## config.mk

```make
export PLATFORM = sky130hd
export DESIGN_NAME = rsp_ring_writer
export DESIGN_NICKNAME = d
export VERILOG_FILES = /design/src/rtl/rsp_ring_pkg.sv /design/src/rtl/rsp_gate.sv /design/src/rtl/ring_index_step.sv /design/src/rtl/rsp_irq_counter.sv /design/src/rtl/rsp_ring_writer.sv
export SDC_FILE = /design/constraint.sdc
export NUM_CORES = 1
export LEC_CHECK = 0
export ABC_CLOCK_PERIOD_IN_PS = 3400
export BUFFER_PORTS_ARGS = -buffer_cell sky130_fd_sc_hd__clkbuf_2
export CORE_MARGIN = 5
export CORE_UTILIZATION = 51
export CTS_BUF_LIST = sky130_fd_sc_hd__clkbuf_4 sky130_fd_sc_hd__clkbuf_8 sky130_fd_sc_hd__clkbuf_16
export DETAILED_ROUTE_END_ITERATION = 8
export GPL_ROUTABILITY_DRIVEN = 0
export PLACE_DENSITY = 0.81
export SLEW_MARGIN = 20
export SYNTH_ARGS = -nofsm -noshare
export SYNTH_HDL_FRONTEND = slang
export SYNTH_SLANG_ARGS = --single-unit
```

## constraint.sdc

```tcl
create_clock -name clk -period 3.4 [get_ports clk]
set_input_delay 0.68 -clock clk [delete_from_list [all_inputs] [get_ports clk]]
set_output_delay 0.68 -clock clk [all_outputs]
set_load 0.05 [all_outputs]
```

## src/rtl/rsp_ring_pkg.sv

```systemverilog
package rsp_ring_pkg;
    localparam logic [2:0] OFS_WPTR = 3'd0;
    localparam logic [2:0] OFS_RCNT = 3'd1;
    localparam logic [2:0] OFS_CTRL = 3'd2;
    localparam logic [2:0] OFS_STAT = 3'd3;
    localparam logic [2:0] OFS_SIZE = 3'd4;

    localparam int WP_RST_BIT = 15;
    localparam int CTRL_WEN   = 0;
    localparam int CTRL_IEN   = 1;
    localparam int STAT_RSP   = 0;
    localparam int EXT_UNSOL  = 4;

    localparam logic [1:0] SZ_2   = 2'd0;
    localparam logic [1:0] SZ_16  = 2'd1;
    localparam logic [1:0] SZ_256 = 2'd2;
    localparam logic [1:0] SZ_BAD = 2'd3;
endpackage

```

## src/rtl/rsp_gate.sv

```systemverilog
module rsp_gate (
    input  logic valid,
    input  logic unsol,
    input  logic wr_en,
    input  logic unsol_ok,
    input  logic blocked,
    output logic take
);
    always_comb begin
        take = valid && wr_en && !blocked && (!unsol || unsol_ok);
    end
endmodule

```

## src/rtl/ring_index_step.sv

```systemverilog
module ring_index_step #(
    parameter int IDX_W = 8
) (
    input  logic [IDX_W-1:0] cur,
    input  logic [1:0]       size_code,
    output logic [IDX_W-1:0] nxt
);
    import rsp_ring_pkg::*;
    localparam int BITS16 = (IDX_W < 4) ? IDX_W : 4;
    localparam logic [IDX_W-1:0] FULL   = {IDX_W{1'b1}};
    localparam logic [IDX_W-1:0] MASK16 = FULL >> (IDX_W - BITS16);
    localparam logic [IDX_W-1:0] MASK2  = IDX_W'(1);

    logic [IDX_W-1:0] mask;

    always_comb begin
        case (size_code)
            SZ_2:    mask = MASK2;
            SZ_16:   mask = MASK16;
            default: mask = FULL;
        endcase
        nxt = (cur + IDX_W'(1)) & mask;
    end
endmodule

```

## src/rtl/rsp_irq_counter.sv

```systemverilog
module rsp_irq_counter #(
    parameter int CNT_W = 8
) (
    input  logic [CNT_W-1:0] cnt,
    input  logic [CNT_W-1:0] thresh,
    output logic [CNT_W-1:0] cnt_inc,
    output logic             hit
);
    logic [CNT_W:0] limit;
    logic [CNT_W:0] sum;

    always_comb begin
        limit   = {(thresh == '0), thresh};
        sum     = {1'b0, cnt} + (CNT_W+1)'(1);
        hit     = (sum == limit);
        cnt_inc = sum[CNT_W-1:0];
    end
endmodule

```

## src/rtl/rsp_ring_writer.sv

```systemverilog
module rsp_ring_writer #(
    parameter int IDX_W  = 8,
    parameter int CNT_W  = 8,
    parameter int ADDR_W = 32
) (
    input  logic              clk,
    input  logic              rst_n,
    input  logic              reg_wr,
    input  logic [2:0]        reg_addr,
    input  logic [15:0]       reg_wdata,
    output logic [15:0]       reg_rdata,
    input  logic              rsp_valid,
    output logic              rsp_ready,
    input  logic [31:0]       rsp_word,
    input  logic [31:0]       rsp_ext,
    input  logic              unsol_accept,
    input  logic [ADDR_W-1:0] ring_base,
    output logic              mem_wr_valid,
    output logic [ADDR_W-1:0] mem_wr_addr,
    output logic [63:0]       mem_wr_data,
    output logic              irq
);
    import rsp_ring_pkg::*;

    localparam int SLOT_SH = 3;

    typedef struct packed {
        logic [IDX_W-1:0]  wp;
        logic [CNT_W-1:0]  cnt;
        logic [CNT_W-1:0]  thresh;
        logic              wen;
        logic              ien;
        logic              sts;
        logic [1:0]        size;
        logic              wr_v;
        logic [ADDR_W-1:0] wr_addr;
        logic [63:0]       wr_data;
    } state_t;

    state_t q, d;

    logic             wp_rst_wr;
    logic             take;
    logic [IDX_W-1:0] wp_next;
    logic [CNT_W-1:0] cnt_inc;
    logic             cnt_hit;
    logic             unused_wdata;

    assign unused_wdata = ^{1'b0, reg_wdata[14:CNT_W]};
    assign wp_rst_wr = reg_wr && (reg_addr == OFS_WPTR) && reg_wdata[WP_RST_BIT];

    rsp_gate u_gate (
        .valid    (rsp_valid),
        .unsol    (rsp_ext[EXT_UNSOL]),
        .wr_en    (q.wen),
        .unsol_ok (unsol_accept),
        .blocked  (wp_rst_wr),
        .take     (take)
    );

    ring_index_step #(.IDX_W(IDX_W)) u_step (
        .cur       (q.wp),
        .size_code (q.size),
        .nxt       (wp_next)
    );

    rsp_irq_counter #(.CNT_W(CNT_W)) u_cnt (
        .cnt     (q.cnt),
        .thresh  (q.thresh),
        .cnt_inc (cnt_inc),
        .hit     (cnt_hit)
    );

    always_comb begin
        d      = q;
        d.wr_v = 1'b0;
        if (reg_wr) begin
            case (reg_addr)
                OFS_RCNT: d.thresh = reg_wdata[CNT_W-1:0];
                OFS_CTRL: begin
                    d.wen = reg_wdata[CTRL_WEN];
                    d.ien = reg_wdata[CTRL_IEN];
                end
                OFS_STAT: if (reg_wdata[STAT_RSP]) d.sts = 1'b0;
                OFS_SIZE: if (reg_wdata[1:0] != SZ_BAD) d.size = reg_wdata[1:0];
                default: ;
            endcase
        end
        if (wp_rst_wr) begin
            d.wp  = '0;
            d.cnt = '0;
        end else if (take) begin
            d.wp      = wp_next;
            d.wr_v    = 1'b1;
            d.wr_addr = ring_base + (ADDR_W'(wp_next) << SLOT_SH);
            d.wr_data = {rsp_ext, rsp_word};
            if (cnt_hit) begin
                d.cnt = '0;
                d.sts = 1'b1;
            end else begin
                d.cnt = cnt_inc;
            end
        end
    end

    always_ff @(posedge clk or negedge rst_n) begin
        if (!rst_n) begin
            q        <= '0;
            q.thresh <= CNT_W'(1);
            q.size   <= SZ_256;
        end else begin
            q <= d;
        end
    end

    always_comb begin
        case (reg_addr)
            OFS_WPTR: reg_rdata = 16'(q.wp);
            OFS_RCNT: reg_rdata = 16'(q.thresh);
            OFS_CTRL: reg_rdata = 16'({q.ien, q.wen});
            OFS_STAT: reg_rdata = 16'(q.sts);
            OFS_SIZE: reg_rdata = 16'(q.size);
            default:  reg_rdata = '0;
        endcase
    end

    assign rsp_ready    = 1'b1;
    assign mem_wr_valid = q.wr_v;
    assign mem_wr_addr  = q.wr_addr;
    assign mem_wr_data  = q.wr_data;
    assign irq          = q.sts && q.ien;

    logic [IDX_W-1:0] wp_cur;
    logic [CNT_W-1:0] cnt_cur;
    logic             sts_cur;
    logic             wen_cur;
    assign wp_cur  = q.wp;
    assign cnt_cur = q.cnt;
    assign sts_cur = q.sts;
    assign wen_cur = q.wen;
endmodule

```

==> impl_metrics.json, run 1 <==
{
  "cts_buffers": 17,
  "core_area_um2": 13700,
  "critical_path_arrival_ns": 3.32,
  "startpoint_class_of_the_critical_path": "register",
  "worstRegToRegCells": 12,
  "dieHeight_um": 128,
  "reg2reg_to": "mem_wr_addr[23]",
  "synthesis.area_um2": 7080,
  "starting_density_of_the_core_pct": 51.6,
  "die_w_um": 128,
  "die-area_um2": 16300,
  "route.vias.total": 5723,
  "holdCritPathClass": "input pin to asynchronous set/reset pin",
  "power_per_cell_area_nw_per_um2": 894,
  "synth_area_leaders": "sky130_fd_sc_hd__dfrtp_1 44%, sky130_fd_sc_hd__nand2_1 14%, sky130_fd_sc_hd__buf_4 11%",
  "setup.reg_to_reg.worst_slack_ns": 0.41,
  "floorplan.rows": 43,
  "syn2layout_area_growth_pct": 16.7,
  "yosysWarnings": 0,
  "post_cts_resize_count": 0,
  "drv_cap": 0,
  "ys.flop_type": "sky130_fd_sc_hd__dfrtp_1",
  "num-nets-final": 1058,
  "synth_mux_area_share_pct": 2.90,
  "end_kind": "register",
  "post-cts-setup-buffer-count": 0,
  "synthesis.area_per_instance_um2": 8.71,
  "place.port_buffers": 218,
  "firstDrtPassIters": 5,
  "tightest_slew_ns": 0.582,
  "antenna_cells": 0,
  "xor_xnor_fraction_of_synth_area_pct": 3.71,
  "clock_tree_from_tritoncts": "yes",
  "synth_top_cell_by_area": "sky130_fd_sc_hd__dfrtp_1",
  "dr.first_iter.drc_count": 394,
  "synth_top_cells_by_count": "255 x sky130_fd_sc_hd__nand2_1, 124 x sky130_fd_sc_hd__dfrtp_1, 106 x sky130_fd_sc_hd__buf_4, 38 x sky130_fd_sc_hd__nor2_1, 24 x sky130_fd_sc_hd__clkbuf_1",
  "timing.fmax_mhz": 335,
  "setup_violators_final": 0,
  "first_pass_grt_wire_length_um": 27400,
  "outcome": "finished clean",
  "filler_cell_count": 1209,
  "yosysUniqueCellTypes": 62,
  "hold_buffers": 0,
  "adder_cell_share_of_the_synthesized_area_pct": 2.05,
  "cts_root_buffer": "sky130_fd_sc_hd__clkbuf_16",
  "cts.htree.levels": 4,
  "final_critical_path_required_period_ns": 2.99,
  "final_report_hold_violation_count": 0,
  "power_leakage_nw": 4.34,
  "netlist_instances": 813,
  "fraction_of_the_mapped_netlist_area_in_compound_gates_pct": 9.99,
  "hpwl_dp_um": 12600,
  "synthMostInstantiatedCell": "sky130_fd_sc_hd__nand2_1",
  "synth-seq-cells": 126,
  "worst_setup_hold_path_clk_slew_ns": 0.06,
  "synth_edf_count": 0,
  "congestion_overflow_gr": 0,
  "postSynth.asyncResetShare_pct": 100,
  "critical_path.reg2reg.startpoint": "wp_cur[2]",
  "first_global_vias": 5476,
  "routed_wirelength_um": 17000,
  "timing.slew.headroom_pct": 60.8,
  "clk_path_buf_depth": 2,
  "grt_antenna_before_repair": 0,
  "drc": 0,
  "clock_latency_ns": 0.42,
  "fin_tns_setup_ns": 0,
  "critical_path_peak_fanout": 17,
  "path_cells": "and3_1 > nand3_1 > xnor2_1 > and2_1 > ha_1 > o21a_1 > o211ai_1 > nor2_1 > o21ai_1 > buf_4 > or4_1 > a31oi_1",
  "grt_util_all_layers_pct": 20.9,
  "setup_repair_after_global_routing_missed_its_margin": "no",
  "ir_worst_vdd_mv": 0.545,
  "ratio_of_final_minimum_period_to_clock_period_pct": 87.9,
  "report.power.total_mw": 7.39,
  "timing.critical_path.required_ns": 3.73,
  "yosysTopAreaCellShare_pct": 43.8,
  "proportion_of_synthesized_chip_area_in_sequential_cells_pct": 44.6,
  "slowest_cell_on_the_critical_path": "sky130_fd_sc_hd__or4_1",
  "worst_setup_path_endpoint": "mem_wr_addr[23]",
  "post_route_cells_drive_above_1_share_pct": 30.1,
  "route.detailed.wl_per_inst_um": 15.2,
  "worst_path_largest_cell_delay_ns": 0.48,
  "worst_clock_skew_ns": 0.00508,
  "clock-sinks": 126,
  "route.detailed.vias_per_inst": 5.11,
  "timing_max_transition_violations_final": 0,
  "grt_max_degree": 107,
  "ant_nets": 0,
  "worst_setup_path_startpoint": "wp_cur[2]",
  "synth_top_family_by_area": "simple AND/OR/NAND/NOR gates",
  "synth_simple_gate_area_share_pct": 22.3,
  "num_io_pins": 235,
  "timing.setup.critical_path_class": "register to register"
}
[through the flow]
| step | cell area (µm²) | std cells | hold WS [ns] | util [%] | setup slack [ns] |
|---|---|---|---|---|---|
| 3_3_place_gp | 7600 | 1088 | 0.457 | 55.4 | 0.527 |
| 4_1_cts | 8260 | 1120 | 0.254 | 60.2 | 0.426 |
| 2_1_floorplan | 7110 | 820 | 0.384 | - | 0.447 |
| 5_1_grt | 8260 | 1120 | 0.274 | 60.2 | 0.181 |
| 3_5_place_dp | 7600 | 1088 | 0.461 | 55.4 | 0.451 |
| 6_report | 8260 | 1120 | 0.236 | 60.2 | 0.411 |
[cell usage in the layout (no fill, tap or decap), drive strengths merged, types with 6 or more instances in the layout]
master	n
conb	9
ha	10
and2	11
nor3	6
a21oi	19
a31oi	11
o31ai	12
o21ai	21
nand2	255
inv	22
buf	10
xnor2	23
nand3	12
and3	8
nor2	38
clkinv	7
or4	8
mux2i	7
dfrtp	124
clkbuf	234
mux2	10
o21a	6
nand4	6
xor2	7
[worst max-delay path, delay by kind of cell (launching register included)]
family	cells	cell delay (ns)
fa+ha+maj	1	0.44
flops	1	0.44
simple gates	5	1.17
xor+xnor	1	0.13
compound gates	4	0.52
buf+inv	1	0.19
[flip-flops by register name, summed over array words and instances (netlist names)]
signal and flops:
sts_cur 1, cnt_cur 8, wen_cur 1, mem_wr_data 64
mem_wr_valid 1, mem_wr_addr 32, wp_cur 8, q 11
[kinds of logic (layout without fill, tap and decap cells)]
kind of cell,Yosys count,in the layout
simple gates,365,365
buf+inv,158,278
flops,126,126
compound gates,103,103
xor+xnor,30,30
mux,18,18
fa+ha+maj,11,11
other cells,2,9
[layout make-up]
| type | instances | area (µm²) | share of cell area, % |
|---|---|---|---|
| Sequential cell | 126 | 3160 | 38.2 |
| Multi-Input combinational cell | 536 | 2940 | 35.5 |
| Timing Repair Buffer | 227 | 1210 | 14.7 |
| Clock buffer | 17 | 425 | 5.15 |
| Clock inverter | 15 | 236 | 2.86 |
| Tap cell | 180 | 225 | 2.73 |
| Inverter | 19 | 71.3 | 0.863 |
[per-layer routing]
| metal | share of wire (%) | vias to the layer above | wire length, µm | global-route usage (%) |
|---|---|---|---|---|
| li1 | - | 2814 | - | - |
| met1 | 44 | 2647 | 7410 | 28.0 |
| met2 | 47 | 235 | 7930 | 33.4 |
| met3 | 7.9 | 27 | 1350 | 5.38 |
| met4 | 2.0 | 0 | 342 | 6.87 |
| met5 | 0 | - | 0 | 0 |
[how the worst min path moves through the flow]
stage	endpoint	slack [ns]	cells after the start
floorplan	cnt_cur[0]	0.38	0
global placement	mem_wr_data[25]	0.46	2
detailed placement	mem_wr_data[37]	0.46	2
CTS	mem_wr_data[25]	0.25	1
global route	mem_wr_data[25]	0.27	1
finish	mem_wr_data[25]	0.24	1
[power by group]
| group | switching (mW) | internal, mW | total, mW |
|---|---|---|---|
| Clock | 0.701 | 1.31 | 2.02 |
| Combinational | 2.33 | 0.730 | 3.06 |
| Sequential | 0.336 | 1.98 | 2.32 |
(Power assumes the default switching activity.)
==> run 2: changes to the inputs <==
BUFFER_PORTS_ARGS = -buffer_cell sky130_fd_sc_hd__buf_4   (was -buffer_cell sky130_fd_sc_hd__clkbuf_2)
==> impl_metrics.json, run 2 (same netlist as run 1, synthesis figures left out) <==
{
  "holdCritPathClass": "input pin to asynchronous set/reset pin",
  "combPwrFrac_pct": 44.8,
  "final_critical_path_required_period_ns": 2.96,
  "end_kind": "register",
  "cts.htree.levels": 4,
  "placed_area_um2": 8120,
  "route.detailed.wl_per_inst_um": 15.9,
  "power_frac_seq_pct": 30.8,
  "timing.critical_path.required_ns": 3.74,
  "num_io_pins": 235,
  "drv_cap": 0,
  "setup_repair_after_global_routing_missed_its_margin": "no",
  "hpwl_dp_um": 12900,
  "power.net_switching_mw": 3.34,
  "grt_antenna_before_repair": 0,
  "startpoint_class_of_the_critical_path": "register",
  "power_per_cell_area_nw_per_um2": 860,
  "ant_nets": 0,
  "core_area_um2": 13700,
  "grt_max_degree": 107,
  "setup_violators_final": 0,
  "starting_density_of_the_core_pct": 51.6,
  "timing.setup.critical_path_class": "register to register",
  "outcome": "finished clean",
  "first_pass_grt_wire_length_um": 28400,
  "clk_path_buf_depth": 2,
  "timing.slew.headroom_pct": 42.6,
  "route.detailed.vias_per_inst": 5.15,
  "first_global_vias": 5618,
  "post-cts-setup-buffer-count": 0,
  "drc": 0,
  "cts_buffers": 17,
  "num-nets-final": 1056,
  "firstDrtPassIters": 5,
  "routed_wirelength_um": 17800,
  "antenna_cells": 0,
  "clock-sinks": 126,
  "multiInputGateArea_um2": 2940,
  "tightest_slew_ns": 0.860,
  "ir_worst_vdd_mv": 0.384,
  "clock_latency_ns": 0.42,
  "layout.cells.most_common_list": "255 x sky130_fd_sc_hd__nand2_1, 222 x sky130_fd_sc_hd__buf_4, 124 x sky130_fd_sc_hd__dfrtp_1",
  "power.share.switching_pct": 44.5,
  "intPower_mw": 4.16,
  "timing_max_transition_violations_final": 0,
  "worst_setup_hold_path_clk_slew_ns": 0.06,
  "largest_register_ff_count": 64,
  "floorplan.rows": 43,
  "fin_tns_setup_ns": 0,
  "clock_tree_from_tritoncts": "yes",
  "place.port_buffers": 218,
  "seq_area_um2": 3160,
  "dr.first_iter.drc_count": 401,
  "final_core_utilization_pct": 63.5,
  "congestion_overflow_gr": 0,
  "cts_root_buffer": "sky130_fd_sc_hd__clkbuf_16",
  "clock_power_share_pct": 24.4,
  "die_w_um": 128,
  "worst_clock_skew_ns": 0.00582,
  "power_leakage_nw": 4.44,
  "post_route_cells_drive_above_1_share_pct": 30.0,
  "grt_util_all_layers_pct": 21.8,
  "post_cts_resize_count": 0,
  "hold_buffers": 0,
  "dieHeight_um": 128,
  "critical_path_peak_fanout": 17,
  "worst_setup_path_startpoint": "wp_cur[2]",
  "critical_path_arrival_ns": 3.30,
  "timing.fmax_mhz": 337,
  "final_report_hold_violation_count": 0,
  "ratio_of_final_minimum_period_to_clock_period_pct": 87.1,
  "finish.instance_area_um2": 8710,
  "route.vias.total": 5758,
  "post-place-cells": 1086,
  "layout.cells.most_common": "sky130_fd_sc_hd__nand2_1",
  "critical_path.reg2reg.startpoint": "wp_cur[2]",
  "filler_cell_count": 1207,
  "stdcell_count": 1118,
  "die-area_um2": 16300,
  "syn2layout_area_growth_pct": 23.1
}
run 2: cell count changes in the layout (fill, tap and decap cells not counted):
| cell | previous run | this run |
|---|---|---|
| sky130_fd_sc_hd__clkbuf_2 | 217 | 0 |
| sky130_fd_sc_hd__buf_4 | 6 | 222 |
| sky130_fd_sc_hd__clkinv_4 | 6 | 1 |
| sky130_fd_sc_hd__clkbuf_8 | 0 | 4 |
| sky130_fd_sc_hd__bufinv_16 | 5 | 2 |
| sky130_fd_sc_hd__clkinv_2 | 1 | 4 |
| sky130_fd_sc_hd__clkinvlp_4 | 0 | 3 |
| sky130_fd_sc_hd__inv_6 | 2 | 0 |
| sky130_fd_sc_hd__buf_12 | 4 | 3 |
| sky130_fd_sc_hd__clkbuf_4 | 0 | 1 |
| sky130_fd_sc_hd__inv_8 | 1 | 0 |
run 2: path summary, 6_finish.rpt:
check / to / slack [ns] / cells after the start
min reg2reg: mem_wr_data[3] / 0.47 / 2
min: mem_wr_data[43] / 0.37 / 1
max: mem_wr_addr[23] / 0.44 / 12
min in group clk: mem_wr_data[29] / 0.45 / 3
max in group asynchronous: q[98] / 2.17 / 2
max reg2reg: mem_wr_addr[23] / 0.44 / 12
run 2: final cells by class:
cell class                      count  share of cell area, %
Clock inverter                     10                   1.28
Tap cell                          180                   2.58
Inverter                           19                  0.818
Multi-Input combinational cell    536                   33.7
Clock buffer                       22                   5.60
Sequential cell                   126                   36.2
Timing Repair Buffer              225                   19.8
run 2: worst max-delay path: stages, from the launching register on:
cell,delay (ns)
sky130_fd_sc_hd__dfrtp_1,0.44
sky130_fd_sc_hd__and3_1,0.25
sky130_fd_sc_hd__nand3_1,0.11
sky130_fd_sc_hd__xnor2_1,0.13
sky130_fd_sc_hd__and2_1,0.17
sky130_fd_sc_hd__ha_1,0.43
sky130_fd_sc_hd__o21a_1,0.16
sky130_fd_sc_hd__o211ai_1,0.10
sky130_fd_sc_hd__nor2_1,0.15
sky130_fd_sc_hd__o21ai_1,0.09
sky130_fd_sc_hd__buf_4,0.19
sky130_fd_sc_hd__or4_1,0.47
sky130_fd_sc_hd__a31oi_1,0.18
run 2: power groups by stage:
stage	clock network [mW]	logic, mW	registers, mW
global route	1.92	3.57	2.38
finish	1.83	3.36	2.31
CTS	1.86	3.39	2.31
floorplan	0	2.95	2.23
detailed placement	0	3.38	2.33
global placement	0	3.33	2.31
run 2: routing by layer:
layer  share of wire [%]  up-vias  track usage (%)
met5                   0        -                0
met1                  43     2701             29.3
met4                 2.1        0             8.49
met2                  47      226             34.0
met3                 7.9       29             5.58
li1                    -     2802                -
run 2: per-stage QoR:
step                hold WS [ns]  total power [mW]  worst slack [ns]
finish                     0.375              7.49             0.437
global route               0.442              7.87             0.175
CTS                        0.398              7.56             0.440
detailed placement         0.463              5.71             0.467
global placement           0.458              5.64             0.531
floorplan                  0.384              5.18             0.447
